==> src/rtl/stby_pkg.sv <==
package stby_pkg;

   typedef enum logic [1:0] {
      MD_RUN    = 2'd0,
      MD_LIGHT  = 2'd1,
      MD_DEEP   = 2'd2,
      MD_SETTLE = 2'd3
   } stby_mode_e;

   localparam logic [1:0] SRC_XTAL = 2'd0;
   localparam logic [1:0] SRC_RING = 2'd1;
   localparam logic [1:0] SRC_SUB  = 2'd2;

   localparam int unsigned N_OSC   = 3;
   localparam int unsigned OSC_X1  = 0;
   localparam int unsigned OSC_RNG = 1;
   localparam int unsigned OSC_SUB = 2;

endpackage

==> src/rtl/stby_fsm.sv <==
module stby_fsm
   import stby_pkg::*;
(
   input  logic       clk_i,
   input  logic       rst_ni,
   input  logic       halt_req_i,
   input  logic       stop_req_i,
   input  logic       irq_i,
   input  logic [1:0] clk_src_i,
   input  logic       flag_clr_i,
   input  logic       settle_done_i,
   output stby_mode_e mode_o,
   output logic       enter_deep_o,
   output logic       start_settle_o,
   output logic       ring_sel_o,
   output logic       bad_stop_o
);

   stby_mode_e mode_q, mode_d;
   logic       ring_q;
   logic       bad_q;
   logic       deep_ok;
   logic       refuse;

   // subsystem source cannot enter deep standby; code 3 falls to crystal
   assign deep_ok = (clk_src_i != SRC_SUB);
   assign refuse  = (mode_q == MD_RUN) && stop_req_i && !deep_ok;

   always_comb begin
      mode_d         = mode_q;
      enter_deep_o   = 1'b0;
      start_settle_o = 1'b0;
      unique case (mode_q)
         MD_RUN: begin
            if (!irq_i) begin
               if (stop_req_i && deep_ok) begin
                  mode_d       = MD_DEEP;
                  enter_deep_o = 1'b1;
               end else if (halt_req_i) begin
                  mode_d = MD_LIGHT;
               end
            end
         end
         MD_LIGHT: begin
            if (irq_i) mode_d = MD_RUN;
         end
         MD_DEEP: begin
            if (irq_i) begin
               mode_d         = MD_SETTLE;
               start_settle_o = 1'b1;
            end
         end
         MD_SETTLE: begin
            if (settle_done_i) mode_d = MD_RUN;
         end
         default: mode_d = MD_RUN;
      endcase
   end

   always_ff @(posedge clk_i) begin
      if (!rst_ni) begin
         mode_q <= MD_RUN;
         ring_q <= 1'b0;
         bad_q  <= 1'b0;
      end else begin
         mode_q <= mode_d;
         if (enter_deep_o) ring_q <= (clk_src_i == SRC_RING);
         if (refuse)          bad_q <= 1'b1;
         else if (flag_clr_i) bad_q <= 1'b0;
      end
   end

   assign mode_o     = mode_q;
   assign ring_sel_o = ring_q;
   assign bad_stop_o = bad_q;

endmodule

==> src/rtl/stby_settle_timer.sv <==
module stby_settle_timer #(
   parameter int unsigned STAB_W    = 16,
   parameter int unsigned RING_HOLD = 17
) (
   input  logic              clk_i,
   input  logic              rst_ni,
   input  logic              capture_i,
   input  logic              start_i,
   input  logic              in_settle_i,
   input  logic              ring_sel_i,
   input  logic              ref_tick_i,
   input  logic [STAB_W-1:0] stab_cnt_i,
   output logic              done_o
);

   localparam int unsigned HOLD_W = $clog2(RING_HOLD + 1);
   localparam int unsigned CNT_W  = (STAB_W > HOLD_W) ? STAB_W : HOLD_W;
   localparam logic [CNT_W-1:0] HOLD_V = CNT_W'(RING_HOLD);
   localparam logic [CNT_W-1:0] ONE_V  = CNT_W'(1);

   logic [STAB_W-1:0] stab_q;
   logic [CNT_W-1:0]  stab_ext;
   logic [CNT_W-1:0]  cnt_q;
   logic [CNT_W-1:0]  load_v;
   logic              step;

   generate
      if (CNT_W > STAB_W) begin : g_widen
         assign stab_ext = {{(CNT_W - STAB_W){1'b0}}, stab_q};
      end else begin : g_same
         assign stab_ext = stab_q;
      end
   endgenerate

   // zero in the sampled count still means one tick
   assign load_v = ring_sel_i ? HOLD_V
                 : ((stab_ext == '0) ? ONE_V : stab_ext);
   assign step   = in_settle_i && (ring_sel_i || ref_tick_i);

   always_ff @(posedge clk_i) begin
      if (!rst_ni) begin
         stab_q <= '0;
         cnt_q  <= '0;
      end else begin
         if (capture_i) stab_q <= stab_cnt_i;
         if (start_i)
            cnt_q <= load_v;
         else if (step && cnt_q != '0)
            cnt_q <= cnt_q - ONE_V;
      end
   end

   assign done_o = step && (cnt_q == ONE_V);

endmodule

==> src/rtl/stby_osc_gate.sv <==
module stby_osc_gate
   import stby_pkg::*;
#(
   parameter logic [N_OSC-1:0] DEEP_OFF_MASK = 3'b001
) (
   input  stby_mode_e       mode_i,
   output logic             cpu_clk_en_o,
   output logic [N_OSC-1:0] osc_en_o
);

   logic in_deep;
   assign in_deep      = (mode_i == MD_DEEP);
   assign cpu_clk_en_o = (mode_i == MD_RUN);

   generate
      for (genvar g = 0; g < N_OSC; g++) begin : g_osc
         if (DEEP_OFF_MASK[g]) begin : g_gated
            assign osc_en_o[g] = !in_deep;
         end else begin : g_free
            assign osc_en_o[g] = 1'b1;
         end
      end
   endgenerate

endmodule

==> src/rtl/pwr_standby_ctl.sv <==
module pwr_standby_ctl
   import stby_pkg::*;
#(
   parameter int unsigned STAB_W    = 16,
   parameter int unsigned RING_HOLD = 17
) (
   input  logic              clk_i,
   input  logic              rst_ni,
   input  logic              halt_req_i,
   input  logic              stop_req_i,
   input  logic              irq_i,
   input  logic [1:0]        clk_src_i,
   input  logic [STAB_W-1:0] stab_cnt_i,
   input  logic              ref_tick_i,
   input  logic              flag_clr_i,
   output logic              cpu_clk_en_o,
   output logic              x1_osc_en_o,
   output logic              ring_osc_en_o,
   output logic              sub_osc_en_o,
   output logic [1:0]        mode_o,
   output logic              bad_stop_o
);

   // only the crystal is shut down in deep standby
   localparam logic [N_OSC-1:0] DEEP_OFF = N_OSC'(1) << OSC_X1;

   initial begin
      if (STAB_W < 1)    $error("STAB_W must be at least 1");
      if (RING_HOLD < 1) $error("RING_HOLD must be at least 1");
   end

   stby_mode_e       mode;
   logic             enter_deep;
   logic             start_settle;
   logic             ring_sel;
   logic             settle_done;
   logic [N_OSC-1:0] osc_en;

   stby_fsm u_fsm (
      .clk_i          (clk_i),
      .rst_ni         (rst_ni),
      .halt_req_i     (halt_req_i),
      .stop_req_i     (stop_req_i),
      .irq_i          (irq_i),
      .clk_src_i      (clk_src_i),
      .flag_clr_i     (flag_clr_i),
      .settle_done_i  (settle_done),
      .mode_o         (mode),
      .enter_deep_o   (enter_deep),
      .start_settle_o (start_settle),
      .ring_sel_o     (ring_sel),
      .bad_stop_o     (bad_stop_o)
   );

   stby_settle_timer #(
      .STAB_W    (STAB_W),
      .RING_HOLD (RING_HOLD)
   ) u_timer (
      .clk_i       (clk_i),
      .rst_ni      (rst_ni),
      .capture_i   (enter_deep),
      .start_i     (start_settle),
      .in_settle_i (mode == MD_SETTLE),
      .ring_sel_i  (ring_sel),
      .ref_tick_i  (ref_tick_i),
      .stab_cnt_i  (stab_cnt_i),
      .done_o      (settle_done)
   );

   stby_osc_gate #(
      .DEEP_OFF_MASK (DEEP_OFF)
   ) u_gate (
      .mode_i       (mode),
      .cpu_clk_en_o (cpu_clk_en_o),
      .osc_en_o     (osc_en)
   );

   assign x1_osc_en_o   = osc_en[OSC_X1];
   assign ring_osc_en_o = osc_en[OSC_RNG];
   assign sub_osc_en_o  = osc_en[OSC_SUB];
   assign mode_o        = mode;

endmodule

==> config.mk <==
export PLATFORM = sky130hd
export DESIGN_NAME = pwr_standby_ctl
export DESIGN_NICKNAME = d
export VERILOG_FILES = /design/src/rtl/stby_pkg.sv /design/src/rtl/stby_fsm.sv /design/src/rtl/stby_settle_timer.sv /design/src/rtl/stby_osc_gate.sv /design/src/rtl/pwr_standby_ctl.sv
export SDC_FILE = /design/constraint.sdc
export NUM_CORES = 1
export LEC_CHECK = 0
export ABC_AREA = 1
export ABC_CLOCK_PERIOD_IN_PS = 2040
export BUFFER_PORTS_ARGS = -buffer_cell sky130_fd_sc_hd__clkbuf_2
export CAP_MARGIN = 15
export CORE_UTILIZATION = 51
export DETAILED_ROUTE_END_ITERATION = 16
export PLACE_DENSITY = 0.73
export SYNTH_ARGS = -nofsm -noshare
export SYNTH_HDL_FRONTEND = slang
export SYNTH_SLANG_ARGS = --single-unit
==> constraint.sdc <==
create_clock -name clk_i -period 2.04 [get_ports clk_i]
set_input_delay 0.306 -clock clk_i [delete_from_list [all_inputs] [get_ports clk_i]]
set_output_delay 0.306 -clock clk_i [all_outputs]
set_load 0.02 [all_outputs]
==> results.py <==
metrics = {
    "setup_path": {
        "worstPathRequired_ns": 2.26,
        "slowest_stage": "dfxtp_1",
        "worst_setup_path_start_kind": "flip-flop",
        "slowest_delay_ns": 0.51,
        "crit_type": "flip-flop to flip-flop",
        "crit_top_cell": "nor2_1",
        "path_max_fanout": 17,
        "arrival_ns": 1.78,
        "endpoint_kind": "flip-flop",
        "reg2reg_from": "u_fsm.mode_o[1]",
        "critPathLaunch": "u_fsm.mode_o[1]",
        "crit_family": "simple AND/OR/NAND/NOR gates",
        "path_buf_inv": 1,
        "path_cells": "nand3_4 -> inv_2 -> nand3_1 -> o21ai_0 -> nor2_1 -> nor2_1",
    },
    "synthesis": {
        "async_flop_share": 0,
        "synth_ff_type": "dfxtp_1",
        "yosysUniqueCellTypes": 33,
        "ys_seq_area_frac": 0.3247,
        "synthCells": 344,
        "syn_area_um2": 2220,
        "yosys-top-cells-area": "dfxtp_1, nor2_1, nand2_1, nand3_1, inv_1",
        "synth_area_leader_cell": "dfxtp_1",
        "avgSynthCellArea_um2": 6.452,
        "yosysWarnings": 0,
        "synth-edff-count": 0,
        "synth_top_cell_area_share": 0.3247,
        "ys_ff_latch": 36,
    },
    "global_route": {
        "antenna_found_initial": 0,
        "use_met1": 0.3117,
        "grt_usage": 0.2339,
        "grtUsageMet3": 0.03500,
        "grt_max_degree": 26,
        "met2_usage": 0.3860,
        "busiest_layer": "met2",
        "first_global_vias": 1841,
        "grt_first_pass_wirelength_mm": 8.086,
        "grt_overflow": 0,
    },
    "clocking": {
        "post_cts_buffers": 0,
        "cts_resized": 0,
        "clock_latency_ns": 0.28,
        "clk_pin_slew_ns": 0.07,
        "cts.sinks": 36,
        "cts_hold_buffers": 0,
        "htreeDepth": 2,
        "cts_tree": "yes",
        "clk_path_buf_depth": 2,
        "cts-root-buf": "clkbuf_8",
        "cts_buffers": 5,
    },
    "layout": {
        "n_antenna_cell": 0,
        "drive_gt1_frac": 0.1698,
        "nets": 398,
        "final.fill_count": 409,
        "area_growth_pct": 11.44,
    },
    "run": {
        "cap_violations": 0,
    },
    "sta": {
        "skew_ns": 0.006508,
        "whs_ns": 0.2452,
        "tns_ns": 0,
        "period_share": 0.7658,
        "setup_viol": 0,
        "finalHoldViolCount": 0,
        "post-route-min-period_ns": 1.562,
        "drv_slew": 0,
        "fmax_mhz": 640.1,
        "rsz0062_at_grt": "false",
    },
    "routing": {
        "vias": 2141,
        "drtAntennaViolNets": 0,
        "drcViolationCount": 0,
        "drt_first_pass_iters": 4,
        "drt-initial-drc-count": 134,
        "wirelength_mm": 4.776,
        "drt-wirelength-per-cell_um": 11.34,
        "via_per_inst": 5.086,
    },
    "hold_path": {
        "hp-start": "stab_cnt_i[6]",
        "hp-class": "input port to flip-flop",
    },
    "floorplan": {
        "row_count": 23,
        "die_w_um": 67.97,
        "die_area_um2": 4620,
        "fp.coreArea_um2": 4086,
        "initial_core_util": 0.5432,
        "dieHeight_um": 67.97,
        "ios": 32,
    },
    "place": {
        "port_buffers": 29,
        "hpwlAfterDp_mm": 3.606,
        "routabilityCongestion": 0.8239,
    },
    "status": {
        "status": "finished, final reports clean",
    },
    "power": {
        "p_leak_nw": 1.223,
        "power_density_nw_per_um2": 1498,
        "peakVddDrop_mv": 0.5582,
    },
}
==> placed cells by master (no fill, tap or decap), drive strengths merged <==
cell type  netlist  routed
a21oi           14      14
buf              9       3
clkbuf           4      36
conb             1       2
dfxtp           36      36
ha               2       2
inv             30      30
nand2           69      69
nand3           29      29
nand3b           1       1
nand4            1       1
nor2            98      98
nor3             4       4
nor3b            1       1
o21ai           37      37
o21bai           6       6
or2              1       1
xor2             1       1
==> Yosys cell counts, drive strengths merged (2+ instances only) <==
| cell type | instances |
|---|---|
| buf | 9 |
| nand2 | 69 |
| nor2 | 98 |
| dfxtp | 36 |
| a21oi | 14 |
| clkbuf | 4 |
| o21ai | 37 |
| nand3 | 29 |
| ha | 2 |
| o21bai | 6 |
| nor3 | 4 |
| inv | 30 |
==> worst register-to-register path: cells and delay by family, from the launching register on <==
family                 cells  cell delay, ns
buffers and inverters      1            0.31
AO/OA/AOI/OAI              1            0.11
flip-flops                 1            0.51
AND/OR/NAND/NOR            4            0.59
==> path summary, 6_finish.rpt <==
check,to,slack [ns],cells after the start
setup / recovery,u_timer.cnt_q[1],0.48,6
setup reg to reg,u_timer.cnt_q[1],0.48,6
hold reg to reg,u_fsm.bad_stop_o,0.47,2
hold / removal,u_timer.stab_ext[6],0.25,3
==> through the flow <==
step,instances,total power (W),instance area (um2),setup WS (ns),utilization
2_1_floorplan,345,0.002790,2223,0.4903,-
3_3_place_gp,414,0.003138,2377,0.5057,0.5818
3_5_place_dp,414,0.003166,2377,0.4935,0.5818
4_1_cts,421,0.003727,2474,0.4801,0.6053
5_1_grt,421,0.004076,2474,0.3161,0.6053
6_report,421,0.003706,2474,0.4778,0.6053
==> where the power goes <==
part | total [W] | switching (W) | internal [W]
Clock | 0.000550 | 0.000249 | 0.000301
Combinational | 0.00211 | 0.00134 | 0.000769
Sequential | 0.00105 | 0.000186 | 0.000861
Total | 0.00371 | 0.00177 | 0.00193
==> registers in the layout (all words and copies together) (netlist names) <==
signal / cells
u_timer.cnt_q: 16
u_fsm.mode_o: 2
u_fsm.ring_sel_o: 1
u_fsm.bad_stop_o: 1
u_timer.stab_ext: 16
==> metal layers <==
layer	part of all wire	wire length [um]	up-vias
met5	0	0	-
met2	0.45	2162	46
li1	-	-	1151
met4	0.0084	40	0
met1	0.51	2412	940
met3	0.034	160	4
==> layout make-up <==
| type | count | area (um2) | area share |
|---|---|---|---|
| Clock buffer | 7 | 96.34 | 0.03895 |
| Inverter | 30 | 112.6 | 0.04552 |
| Multi-Input combinational cell | 266 | 1314 | 0.5311 |
| Sequential cell | 36 | 720.7 | 0.2914 |
| Tap cell | 50 | 62.56 | 0.02529 |
| Timing Repair Buffer | 32 | 167.7 | 0.06778 |
==> cells by family after synthesis <==
family,Yosys count,share of synthesized area
AO/OA/AOI/OAI,57,0.1471
XOR/XNOR,1,0.003947
adder cells (fa/ha/maj),2,0.01127
buffers and inverters,43,0.08512
flip-flops,36,0.3247
other,1,0.001689
AND/OR/NAND/NOR,204,0.4262
(Power assumes the default switching activity.)
